<file path="config.mk">
export PLATFORM = sky130hd
export DESIGN_NAME = vint_port
export DESIGN_NICKNAME = d
export VERILOG_FILES = /design/src/rtl/vint_pkg.sv /design/src/rtl/vint_rst_sync.sv /design/src/rtl/vint_capture.sv /design/src/rtl/vint_regs.sv /design/src/rtl/vint_rd_mux.sv /design/src/rtl/vint_port.sv
export SDC_FILE = /design/constraint.sdc
export NUM_CORES = 1
export LEC_CHECK = 0
export BUFFER_PORTS_ARGS = -buffer_cell sky130_fd_sc_hd__buf_4
export CAP_MARGIN = 0
export CORE_ASPECT_RATIO = 1.2
export CORE_MARGIN = 10
export CORE_UTILIZATION = 48
export CTS_CLUSTER_DIAMETER = 40
export DETAILED_ROUTE_END_ITERATION = 16
export PLACE_DENSITY_LB_ADDON = 0.2
export SETUP_SLACK_MARGIN = 0.5
export SYNTH_ARGS = -nofsm -noshare
export SYNTH_HDL_FRONTEND = slang
export SYNTH_SLANG_ARGS = --single-unit
</file>
<file path="constraint.sdc">
create_clock -name clk -period 2.5 [get_ports clk]
set_input_delay 0.5 -clock clk [delete_from_list [all_inputs] [get_ports clk]]
set_output_delay 0.5 -clock clk [all_outputs]
set_load 0.005 [all_outputs]
</file>
<file path="src/rtl/vint_pkg.sv">
package vint_pkg;
  typedef enum logic [1:0] {
    SEL_NONE = 2'd0,
    SEL_DATA = 2'd1,
    SEL_STAT = 2'd2,
    SEL_VEC  = 2'd3
  } rd_sel_e;

  localparam int STAT_PEND_BIT = 0;
  localparam int STAT_OVR_BIT  = 1;
endpackage

</file>
<file path="src/rtl/vint_rst_sync.sv">
module vint_rst_sync (
  input  logic clk,
  input  logic rst_n,
  output logic rst_n_sync
);
  logic [1:0] sync_q;

  always_ff @(posedge clk or negedge rst_n) begin
    if (!rst_n) sync_q <= 2'b00;
    else        sync_q <= {sync_q[0], 1'b1};
  end

  assign rst_n_sync = sync_q[1];
endmodule

</file>
<file path="src/rtl/vint_capture.sv">
module vint_capture #(
  parameter int DW = 8
) (
  input  logic          clk,
  input  logic          rst_n,
  input  logic          in_valid,
  input  logic [DW-1:0] in_data,
  input  logic          data_rd,
  input  logic          stat_rd,
  output logic [DW-1:0] data_q,
  output logic          pend_q,
  output logic          ovr_q
);
  logic [DW-1:0] data_d;
  logic          data_en;
  logic          pend_d;
  logic          ovr_d;
  logic          ovr_hit;

  // Next-state: a capture wins over a same-cycle clear
  always_comb begin
    data_en = in_valid;
    data_d  = in_data;
    ovr_hit = in_valid && pend_q && !data_rd;
    pend_d  = pend_q;
    if (data_rd)  pend_d = 1'b0;
    if (in_valid) pend_d = 1'b1;
    ovr_d = ovr_q;
    if (stat_rd) ovr_d = 1'b0;
    if (ovr_hit) ovr_d = 1'b1;
  end

  always_ff @(posedge clk or negedge rst_n) begin
    if (!rst_n) begin
      data_q <= '0;
      pend_q <= 1'b0;
      ovr_q  <= 1'b0;
    end else begin
      if (data_en) data_q <= data_d;
      pend_q <= pend_d;
      ovr_q  <= ovr_d;
    end
  end

  a_r2_capture: assert property (@(posedge clk) disable iff (!rst_n)
    in_valid |=> (pend_q && data_q == $past(in_data)));

  a_r5_read_clears: assert property (@(posedge clk) disable iff (!rst_n)
    (data_rd && !in_valid) |=> !pend_q);

  a_r7_overrun_set: assert property (@(posedge clk) disable iff (!rst_n)
    (in_valid && pend_q && !data_rd) |=> ovr_q);

  a_r7_overrun_clear: assert property (@(posedge clk) disable iff (!rst_n)
    (stat_rd && !(in_valid && pend_q && !data_rd)) |=> !ovr_q);

  a_r9_collision: assert property (@(posedge clk) disable iff (!rst_n)
    (in_valid && data_rd && !ovr_q && !stat_rd) |=> (pend_q && !ovr_q));
endmodule

</file>
<file path="src/rtl/vint_regs.sv">
module vint_regs
  import vint_pkg::*;
#(
  parameter int          AW        = 16,
  parameter int          DW        = 8,
  parameter logic [AW-1:0] DATA_ADDR = 16'h8000,
  parameter logic [AW-1:0] STAT_ADDR = 16'h8004,
  parameter logic [AW-1:0] VEC_ADDR  = 16'h8006,
  parameter logic [DW-1:0] VEC_RESET = 8'd16
) (
  input  logic          clk,
  input  logic          rst_n,
  input  logic [AW-1:0] bus_addr,
  input  logic          bus_rd,
  input  logic          bus_wr,
  input  logic [DW-1:0] bus_wdata,
  output logic          data_rd,
  output logic          stat_rd,
  output rd_sel_e       rd_sel,
  output logic [DW-1:0] vec_q
);
  logic          hit_data;
  logic          hit_stat;
  logic          hit_vec;
  logic          vec_en;
  logic [DW-1:0] vec_d;

  always_comb begin
    hit_data = (bus_addr == DATA_ADDR);
    hit_stat = (bus_addr == STAT_ADDR);
    hit_vec  = (bus_addr == VEC_ADDR);
    data_rd  = bus_rd && hit_data;
    stat_rd  = bus_rd && hit_stat;
    rd_sel   = SEL_NONE;
    if (bus_rd) begin
      if (hit_data)     rd_sel = SEL_DATA;
      else if (hit_stat) rd_sel = SEL_STAT;
      else if (hit_vec)  rd_sel = SEL_VEC;
    end
    vec_en = bus_wr && hit_vec;
    vec_d  = bus_wdata;
  end

  always_ff @(posedge clk or negedge rst_n) begin
    if (!rst_n)      vec_q <= VEC_RESET;
    else if (vec_en) vec_q <= vec_d;
  end

  a_r6_vec_load: assert property (@(posedge clk) disable iff (!rst_n)
    (bus_wr && bus_addr == VEC_ADDR) |=> (vec_q == $past(bus_wdata)));

  a_r6_vec_hold: assert property (@(posedge clk) disable iff (!rst_n)
    !(bus_wr && bus_addr == VEC_ADDR) |=> $stable(vec_q));
endmodule

</file>
<file path="src/rtl/vint_rd_mux.sv">
module vint_rd_mux
  import vint_pkg::*;
#(
  parameter int DW = 8
) (
  input  logic          irq_ack,
  input  logic          pend,
  input  logic          ovr,
  input  rd_sel_e       rd_sel,
  input  logic [DW-1:0] vec,
  input  logic [DW-1:0] data,
  output logic [DW-1:0] rdata,
  output logic          rdata_en
);
  logic [DW-1:0] stat_word;

  always_comb begin
    stat_word = '0;
    stat_word[STAT_PEND_BIT] = pend;
    stat_word[STAT_OVR_BIT]  = ovr;
    rdata    = '0;
    rdata_en = 1'b0;
    if (irq_ack && pend) begin
      rdata    = vec;
      rdata_en = 1'b1;
    end else begin
      case (rd_sel)
        SEL_DATA: begin rdata = data;      rdata_en = 1'b1; end
        SEL_STAT: begin rdata = stat_word; rdata_en = 1'b1; end
        SEL_VEC:  begin rdata = vec;       rdata_en = 1'b1; end
        default:  begin rdata = '0;        rdata_en = 1'b0; end
      endcase
    end
  end

  always_comb begin
    a_r8_zero_when_idle: assert (rdata_en || rdata == '0);
  end
endmodule

</file>
<file path="src/rtl/vint_port.sv">
module vint_port
  import vint_pkg::*;
#(
  parameter int          AW        = 16,
  parameter int          DW        = 8,
  parameter logic [AW-1:0] DATA_ADDR = 16'h8000,
  parameter logic [AW-1:0] STAT_ADDR = 16'h8004,
  parameter logic [AW-1:0] VEC_ADDR  = 16'h8006,
  parameter logic [DW-1:0] VEC_RESET = 8'd16
) (
  input  logic          clk,
  input  logic          rst_n,
  input  logic          in_valid,
  input  logic [DW-1:0] in_data,
  input  logic [AW-1:0] bus_addr,
  input  logic          bus_rd,
  input  logic          bus_wr,
  input  logic [DW-1:0] bus_wdata,
  output logic [DW-1:0] bus_rdata,
  output logic          bus_rdata_en,
  output logic          irq,
  input  logic          irq_ack
);
  logic          rst_n_s;
  logic          data_rd;
  logic          stat_rd;
  rd_sel_e       rd_sel;
  logic [DW-1:0] vec_q;
  logic [DW-1:0] data_q;
  logic          pend_q;
  logic          ovr_q;

  vint_rst_sync u_rst (
    .clk        (clk),
    .rst_n      (rst_n),
    .rst_n_sync (rst_n_s)
  );

  vint_regs #(
    .AW(AW), .DW(DW), .DATA_ADDR(DATA_ADDR), .STAT_ADDR(STAT_ADDR),
    .VEC_ADDR(VEC_ADDR), .VEC_RESET(VEC_RESET)
  ) u_regs (
    .clk       (clk),
    .rst_n     (rst_n_s),
    .bus_addr  (bus_addr),
    .bus_rd    (bus_rd),
    .bus_wr    (bus_wr),
    .bus_wdata (bus_wdata),
    .data_rd   (data_rd),
    .stat_rd   (stat_rd),
    .rd_sel    (rd_sel),
    .vec_q     (vec_q)
  );

  vint_capture #(.DW(DW)) u_cap (
    .clk      (clk),
    .rst_n    (rst_n_s),
    .in_valid (in_valid),
    .in_data  (in_data),
    .data_rd  (data_rd),
    .stat_rd  (stat_rd),
    .data_q   (data_q),
    .pend_q   (pend_q),
    .ovr_q    (ovr_q)
  );

  vint_rd_mux #(.DW(DW)) u_mux (
    .irq_ack  (irq_ack),
    .pend     (pend_q),
    .ovr      (ovr_q),
    .rd_sel   (rd_sel),
    .vec      (vec_q),
    .data     (data_q),
    .rdata    (bus_rdata),
    .rdata_en (bus_rdata_en)
  );

  assign irq = pend_q;

  a_r1_reset_quiet: assert property (@(posedge clk)
    !rst_n_s |-> (!irq && !(bus_rdata_en && !bus_rd && !irq_ack)));

  a_r3_ack_vector: assert property (@(posedge clk) disable iff (!rst_n_s)
    (irq_ack && irq) |-> (bus_rdata_en && bus_rdata == vec_q));

  a_r4_ack_silent: assert property (@(posedge clk) disable iff (!rst_n_s)
    (irq_ack && !irq && !bus_rd) |-> !bus_rdata_en);

  a_r8_idle_bus: assert property (@(posedge clk) disable iff (!rst_n_s)
    (!bus_rd && !irq_ack) |-> (!bus_rdata_en && bus_rdata == '0));
endmodule

</file>
After elaboration in Yosys (flattened, before gate mapping). Cells that the tools add are included.

Register bits after elaboration: 20. Input port bits: 38. Output and inout port bits: 10.

Eq/ne operators: 6. Multiplexer cells: 12. Reduce and logical (&&, ||, !) cells: 10.

Operators with widths (number): 16-bit == test, second input constant (3); 8-bit one-hot mux with 3 select lines (1); 2-bit 2-to-1 mux (4); 8-bit 2-to-1 mux (1); 1-bit logical AND (6); 1-bit 2-to-1 mux (6); 2-bit == test, second input constant (2); 2-bit nonzero test (2); 3-bit OR reduction (1); 2-bit by 1-bit == test with 1-bit output, second input constant (1); 1-bit logical NOT (1).

Depth between registers and ports, before layout. Gate-level depths: netlist of the first run.

Depth after elaboration: 9. Mapped depth: 5.

Hierarchy. Synthesis of the first run repeated with hierarchy kept, for this count alone.

Cells, all modules: 98. Area total of the unflattened synthesis: 1184.9 um^2.

Modules (own cells, without submodules): vint_regs (instances 1, cells each 30, area an instance 450.4 um^2); vint_capture (instances 1, cells each 23, area an instance 407.9 um^2); vint_rd_mux (instances 1, cells each 42, area an instance 272.8 um^2); vint_rst_sync (instances 1, cells each 3, area an instance 53.8 um^2).

Worst setup path before layout of the first run. OpenSTA, ideal clock, no wires.

Kind: input to output. From: in bus_addr[3]. To: out bus_rdata[2]. Arrival: 1488 ps. Required time: 2000 ps. Setup slack: 512 ps. Stages: 4. Cell sequence: nor4b_2 and4_1 a41o_1 a22o_1.

Longest elaborated chain between the ends: 8. Elaborated cells on any way between the ends: 12. Classes of those cells: 6 x eq/ne; 6 x mux.

Ends and longest elaborated chain: start, declared (RTL line vint_port.sv:15) `input logic [AW-1:0] bus_addr,`; 16-bit == test (RTL line vint_regs.sv:31) `hit_vec = (bus_addr == VEC_ADDR);`; 2-bit 2-to-1 mux (RTL line vint_regs.sv:38) `else if (hit_vec) rd_sel = SEL_VEC;`; 2-bit 2-to-1 mux (RTL line vint_regs.sv:37) `else if (hit_stat) rd_sel = SEL_STAT;`; 2-bit 2-to-1 mux * (RTL line vint_regs.sv:36) `if (hit_data) rd_sel = SEL_DATA;`; 2-bit 2-to-1 mux * (RTL line vint_regs.sv:35) `if (bus_rd) begin`; 2-bit == test or 2-bit by 1-bit == test with 1-bit output (tied branches) (RTL line vint_rd_mux.sv:27) `case (rd_sel)`; 8-bit one-hot mux with 3 select lines * (RTL line vint_rd_mux.sv:27); 8-bit 2-to-1 mux * (RTL line vint_rd_mux.sv:23) `if (irq_ack && pend) begin`; end, declared (RTL line vint_port.sv:19) `output logic [DW-1:0] bus_rdata,`.

Every way passes the cells marked *; elsewhere a longest branch is shown, timed or not.

Worst setup path after layout of the first run.
From: in bus_addr[6]. To: out bus_rdata[5].

Same word-level chain as after synthesis.

==> results of run 1 <==
[cells in the mapped netlist (2+ instances only)]
library cell / instances / area share
mux2i_1: 2 / 0.020
a22o_1: 6 / 0.052
clkbuf_1: 2 / 0.0075
o21ai_0: 2 / 0.010
dfrtp_1: 19 / 0.47
mux2_4: 8 / 0.12
o2bb2ai_1: 2 / 0.017
nor4_2: 3 / 0.037
a21oi_1: 3 / 0.015
nand2_1: 3 / 0.011
nor2_1: 4 / 0.015
mux2_2: 8 / 0.090
[metrics by stage]
| step | instance area, µm² | power (mW) |
|---|---|---|
| CTS | 1470 | 0.607 |
| detailed placement | 1360 | 0.440 |
| floorplan | 1000 | 0.382 |
| finish | 1500 | 0.605 |
| global route | 1500 | 0.637 |
| global placement | 1360 | 0.437 |
[layout make-up]
type,count,area share
multi-input combinational,51,0.352
sequential,20,0.335
timing repair buffer,52,0.279
clock buffer,4,0.0175
tap,20,0.0167
[logic make-up after synthesis]
| family | count (synthesis) | share of synthesized area |
|---|---|---|
| compound gates | 14 | 0.105 |
| buf+inv | 3 | 0.0275 |
| flops | 20 | 0.501 |
| mux | 18 | 0.230 |
| other cells | 1 | 0.00374 |
| simple gates | 18 | 0.134 |
[routing by layer]
metal	GRT usage	routed length [µm]	vias to the layer above
li1	-	-	384
met1	0.140	1070	383
met2	0.213	1410	35
met3	0.0597	297	4
met4	0.0647	38	0
met5	0	0	-
[how the worst max path moves through the flow]
| stage | from | endpoint | slack (ps) | cells after the start |
|---|---|---|---|---|
| floorplan | bus_addr[3] | bus_rdata[2] | 510 | 4 |
| global placement | bus_addr[5] | bus_rdata[5] | 120 | 6 |
| detailed placement | bus_addr[5] | bus_rdata[6] | 90 | 6 |
| CTS | bus_addr[6] | bus_rdata[2] | 300 | 6 |
| global route | bus_addr[6] | bus_rdata[5] | 180 | 7 |
| finish | bus_addr[6] | bus_rdata[5] | 310 | 6 |
[sequential cells by signal (all words and copies together), names as in the netlist]
name	cells
u_cap.ovr_q	1
u_cap.pend_q	1
u_rst.sync_q	2
u_regs.vec_q	8
u_cap.data_q	8
[what timing repair did]
action,CTS,global route
pin swaps,9,4
gates resized for setup,11,7
hold endpoints to repair,2,0
hold buffers,1,0
setup endpoints to repair,8,9
setup buffers,1,2
[worst register-to-register path: stages (launching register included)]
cell	delay, ps
dfrtp_2	460
nand2_1	70
nand2_1	40
o21ai_0	70
a21oi_1	80
[power groups by stage]
stage | logic (mW) | registers, mW | clock network, mW
2_1_floorplan | 0.0292 | 0.353 | 0
3_3_place_gp | 0.0804 | 0.356 | 0
3_5_place_dp | 0.0827 | 0.357 | 0
4_1_cts | 0.0936 | 0.351 | 0.162
5_1_grt | 0.103 | 0.353 | 0.181
6_report | 0.0955 | 0.350 | 0.160
==> out/qor.yml, run 1 <==
place_inst: 139
final_cell_mix: "44 x buf_4, 18 x dfrtp_1, 8 x mux2_4, 8 x mux2_2, 7 x buf_6"
p_leak_nw: 0.702
layout_commonest_cell: "buf_4"
initial_core_util: 0.494
worstPathCellList: "buf_6, nor4_4, and4_4, a41o_4, a22o_1, buf_6"
r2r_cells: 4
finalClockSkew_ps: 7.10
clock_sinks: 20
fin_util: 0.741
cts_buffers: 3
clock_path_buffers: 2
tns_ps: 0
drt_pre_antenna_iters: 4
antenna_found_initial: 0
comb_power_share: 0.158
chipHeight_um: 70.1
wl_um: 2820
gr-usage-all-layers: 0.133
antennaDiodeCount: 0
setup_slack_ps: 306
cp_num_buf_inv: 2
path_delay_family: "simple AND/OR/NAND/NOR gates"
yosysWarnings: 0
critPathLaunchType: "input port"
vias_per_cell: 5.48
core_um2: 2030
finalCritPeriodShare: 0.878
async_flop_share: 1.00
top_level_ports: 48
n_fill_cell: 135
required_ps: 2000
pwr-share-seq: 0.578
synth-main-ff-cell: "dfrtp_1"
max_slew_margin: 0.523
fp.dieW_um: 61.7
dp_hpwl_um: 2060
grt_pass1_wl_um: 4380
synth_nets: 112
syn_inst: 74
r2r-end: "u_cap.ovr_q$_DFFE_PN0P_"
worst_slew_pin_slew_ps: 716
port_buffers: 47
grt_pass1_vias: 940
regArea_um2: 503
grt_overflow: 0
holdCritPathClass: "flip-flop to async pin"
instances_no_fill: 147
drv_cap: 0
antenna_left: 0
rrSetupSlack_ps: 1680
ys_seq_elements: 20
ir_drop_v: 0.000332
grt_max_degree: 19
switching_share: 0.236
slew_violations: 0
holdWs_ps: 303
final_nets: 166
multi_input_area_um2: 529
die-area_um2: 4320
yosysSeqAreaShare: 0.501
power_frac_clock: 0.264
drc_errors: 0
clock.fmax_ghz: 0.456
areaGrowthSynthToFinish_pct: 49.9
setup_viol: 0
rows: 18
syn_avg_cell_area_um2: 13.5
wire_per_inst_um: 19.2
synth_edf_count: 0
htree_num_levels: 1
critical_path_arrival_ps: 1690
cts-root-buf: "clkbuf_4"
path_class: "input port to output pin"
power_density_nw_per_um2: 403
drt-initial-drc-count: 24
cts_tree: "built"
cp-end-kind: "output pin"
critical_path.max_stage_delay_ps: 290
crit_top_cell: "buf_6"
drive_gt1_frac: 0.646
intPower_mw: 0.462
min_period_ps: 2190
clk_latency_ps: 310
synth_area_um2: 1000
finalHoldViolCount: 0
rsz0062_at_grt: "yes"
crit_fanout: 8
crit_path_top_delay_cell: "nor4_4"
ys_types: 24
gp_congestion: 0.723
clk_pin_slew_worst_paths_ps: 110
rr_startpoint: "u_cap.pend_q$_DFFE_PN0P_"
dr_total_vias: 806
post-place-ws_ps: 94.6
switchingPower_mw: 0.143
status: "finished clean"
Power figures use the tool's default switching activity.
==> run 2: changes to the inputs <==
--- a/config.mk
+++ b/config.mk
@@ -9,11 +9,12 @@
 export CAP_MARGIN = 0
 export CORE_ASPECT_RATIO = 1.2
 export CORE_MARGIN = 10
-export CORE_UTILIZATION = 48
+export CORE_UTILIZATION = 51
 export CTS_CLUSTER_DIAMETER = 40
 export DETAILED_ROUTE_END_ITERATION = 16
 export PLACE_DENSITY_LB_ADDON = 0.2
 export SETUP_SLACK_MARGIN = 0.5
 export SYNTH_ARGS = -nofsm -noshare
 export SYNTH_HDL_FRONTEND = slang
+export SYNTH_HIERARCHICAL = 1
 export SYNTH_SLANG_ARGS = --single-unit
==> run 2 against run 1 <==
  * The run now ends with negative setup slack left
  * Design area grew 13%
  * Clock power grew 64%
  * Die area grew 7.8%
  * Via count grew 18%
  * Routed wire length grew 5.6%
  * Final cell count grew 27%
  * Setup slack lost 670 ps
  * Global-route usage shrank 0.87 points
  * Non-clock buffer count grew 8
  * Synthesized cell count grew 32%
  * Sequential power is essentially flat
  * Largest power group unchanged
  * Critical path depth grew 5
==> out/qor.yml, run 2 <==
status: "finished, violations left"  # was finished clean
violations: "negative setup slack"
clk_pin_slew_worst_paths_ps: 120  # was 110 ps
drive_gt1_frac: 0.619  # was 0.646
ir_drop_v: 0.000344  # was 0.000332 V
drc_errors: 0  # unchanged
required_ps: 2000  # about the same
wl_um: 2980  # was 2820 µm
port_buffers: 47  # unchanged
ys_types: 27  # was 24
ys_seq_elements: 20  # unchanged
syn_inst: 98  # was 74
synth_edf_count: 0  # unchanged
grt_pass1_vias: 998  # was 940
grt_pass1_wl_um: 4730  # was 4380 µm
setup_viol: 9  # was 0
instances_no_fill: 186  # was 147
comb_power_share: 0.146  # was 0.158
crit_fanout: 6  # was 8
clock_path_buffers: 2  # unchanged
async_flop_share: 1.00  # unchanged
worstPathCellList: "buf_6, or4_4, nor3_4, nand4_1, nor2_2, buf_4, buf_6, nand2b_1, o21ai_1, a22o_2, buf_4"  # was buf_6, nor4_4, and4_4, a41o_4, a22o_1, buf_6
synth_area_leaders: "dfrtp_1 40%, mux2_4 20%, a22o_2 5.9%"  # was dfrtp_1 47%, mux2_4 12%, mux2_2 9.0%
yosysTopAreaCell: "dfrtp_1"  # unchanged
dp_hpwl_um: 2260  # was 2060 µm
dr_total_vias: 948  # was 806
ys_top_cells_by_count: "19 x dfrtp_1, 16 x mux2_4, 9 x nand2_1"  # was 19 x dfrtp_1, 8 x mux2_2, 8 x mux2_4
switchingPower_mw: 0.151  # was 0.143 mW
switching_share: 0.209  # was 0.236
drt_pre_antenna_iters: 4  # unchanged
critical_path_arrival_ps: 2360  # was 1690 ps
gr-usage-all-layers: 0.124  # was 0.133
chipHeight_um: 72.8  # was 70.1 µm
regArea_um2: 502  # was 503 µm²
synth-main-ff-cell: "dfrtp_1"  # unchanged
fin_util: 0.754  # was 0.741
final_nets: 194  # was 166
max_slew_margin: 0.515  # was 0.523
antennaDiodeCount: 0  # unchanged
place_inst: 177  # was 139
initial_core_util: 0.525  # was 0.494
die-area_um2: 4660  # was 4320 µm²
finalCritPeriodShare: 1.14  # was 0.878
power_frac_clock: 0.365  # was 0.264
synth_area_um2: 1180  # was 1000 µm²
synth_nets: 136  # was 112
yosysWarnings: 6  # was 0
rrSetupSlack_ps: 1680  # about the same
clock.fmax_ghz: 0.349  # was 0.456 GHz
cts_tree: "built"  # unchanged
finalClockSkew_ps: 8.88  # was 7.10 ps
largestRegisters: "u_cap/data_q x8, u_regs/vec_q x8, u_rst/sync_q x2"  # was u_cap.data_q x8, u_regs.vec_q x8, u_rst.sync_q x2
clk_latency_ps: 300  # was 310 ps
rsz0062_at_grt: "yes"  # unchanged
synth_most_common_cell: "dfrtp_1"  # unchanged
layout_commonest_cell: "buf_4"  # unchanged
pwr-share-seq: 0.490  # was 0.578
clock_sinks: 20  # unchanged
htree_num_levels: 1  # unchanged
syn_avg_cell_area_um2: 12.1  # was 13.5 µm²
setup_slack_ps: -362  # was 306 ps
yosysSeqAreaShare: 0.423  # was 0.501
min_period_ps: 2860  # was 2190 ps
grt_max_degree: 19  # unchanged
worst_slew_pin_slew_ps: 728  # was 716 ps
holdCritPathClass: "flip-flop to async pin"  # unchanged
rows: 19  # was 18
areaGrowthSynthToFinish_pct: 43.7  # was 49.9%
critPathLaunchType: "input port"  # unchanged
final_cell_mix: "53 x buf_4, 19 x dfrtp_1, 16 x mux2_4, 8 x nand2_1"  # was 44 x buf_4, 18 x dfrtp_1, 8 x mux2_4, 8 x mux2_2, 7 x buf_6
grt_overflow: 0  # unchanged
power_density_nw_per_um2: 424  # was 403 nW/µm²
intPower_mw: 0.570  # was 0.462 mW
antenna_found_initial: 0  # unchanged
critical_path.max_stage_delay_ps: 540  # was 290 ps
multi_input_area_um2: 623  # was 529 µm²
cts_buffers: 3  # unchanged
fp.dieW_um: 64  # was 61.7 µm
drv_cap: 0  # unchanged
core_um2: 2260  # was 2030 µm²
vias_per_cell: 5.10  # was 5.48
cts-root-buf: "clkbuf_4"  # unchanged
p_leak_nw: 0.830  # was 0.702 nW
top_level_ports: 48  # unchanged
crit_path_top_delay_cell: "or4_4"  # was nor4_4
wire_per_inst_um: 16.0  # was 19.2 µm
gp_congestion: 0.758  # was 0.723
drt-initial-drc-count: 12  # was 24
finalHoldViolCount: 0  # unchanged
path_class: "input port to output pin"  # unchanged
n_fill_cell: 164  # was 135
antenna_left: 0  # unchanged
slew_violations: 0  # unchanged
synth_top_cell_area_share: 0.401  # was 0.474
cp-end-kind: "output pin"  # unchanged
## run 2: changes by cell type after synthesis, sizes merged, moves of 3 or more
cell / before / now
a21oi: 3 / 0
buf: 1 / 7
inv: 0 / 3
nand2: 3 / 9
nand2b: 0 / 7
nor3: 0 / 5
o21ai: 2 / 7
## run 2: layout make-up
class                           count  area share
Clock buffer                        3      0.0132
Sequential cell                    20       0.295
Inverter                            3     0.00661
Tap cell                           31      0.0228
Clock inverter                      1      0.0176
Multi-Input combinational cell     68       0.366
Timing Repair Buffer               60       0.279
## run 2: path summary, 6_finish.rpt
kind,start,end,cells past startpoint
worst max-delay path,bus_addr[13],bus_rdata[5],11
worst min-delay path,u_rst/sync_q[1]$_DFF_PN0_,u_cap/data_q[1]$_DFFE_PN0P_,0
worst max register to register,u_cap/data_q[0]$_DFFE_PN0P_,u_cap/data_q[0]$_DFFE_PN0P_,1
worst min register to register,u_rst/sync_q[1]$_DFF_PN0_,u_cap/data_q[1]$_DFFE_PN0P_,0
max in group asynchronous,u_rst/sync_q[1]$_DFF_PN0_,u_regs/vec_q[3]$_DFFE_PN0P_,0
min in group clk,u_rst/sync_q[0]$_DFF_PN0_,u_rst/sync_q[1]$_DFF_PN0_,0
## run 2: through the flow
stage / setup WS [ps] / setup TNS, ps / power (mW) / hold slack [ps] / instance area, µm²
6_report: -362 / -2870 / 0.721 / 309 / 1700
5_1_grt: -465 / -3940 / 0.749 / 363 / 1700
2_1_floorplan: 5.47 / 0 / 0.403 / 204 / 1190
3_3_place_gp: -282 / -1700 / 0.455 / 283 / 1570
3_5_place_dp: -320 / -1940 / 0.459 / 284 / 1570
4_1_cts: -299 / -1910 / 0.723 / 336 / 1650
## run 2: routing by layer
| layer | track usage | routed length, µm |
|---|---|---|
| met4 | 0.0365 | 53 |
| met5 | 0 | 0 |
| met1 | 0.142 | 1190 |
| met2 | 0.209 | 1510 |
| met3 | 0.0461 | 227 |
## run 2: critical path: cells and delay by family
family,cells,cell delay [ps]
buf+inv,4,450
simple gates,5,1140
compound gates,2,270
## run 2: cells by family after synthesis
| group | count (synthesis) | share of synthesized area |
|---|---|---|
| AND/OR/NAND/NOR | 32 | 0.178 |
| flip-flops | 20 | 0.423 |
| AO/OA/AOI/OAI | 18 | 0.121 |
| multiplexers | 16 | 0.203 |
| buffers and inverters | 10 | 0.0633 |
| XOR/XNOR | 1 | 0.00739 |
| other | 1 | 0.00316 |
## run 2: power by group through the flow
stage                     sequential [mW]  clock, mW  combinational, mW
after floorplan                     0.354          0             0.0495
final                               0.353      0.263              0.105
after CTS                           0.353      0.268              0.102
after detailed placement            0.359          0             0.0994
after global placement              0.359          0             0.0959
after global routing                0.356      0.279              0.114
## run 2: timing repair
item                       CTS  global route
pin swaps                    4             8
gates cloned                 0             1
setup endpoints to repair    9             9
hold endpoints to repair     2             0
buffers inserted             1             2
hold buffers                 1             0
resized for setup            1            16
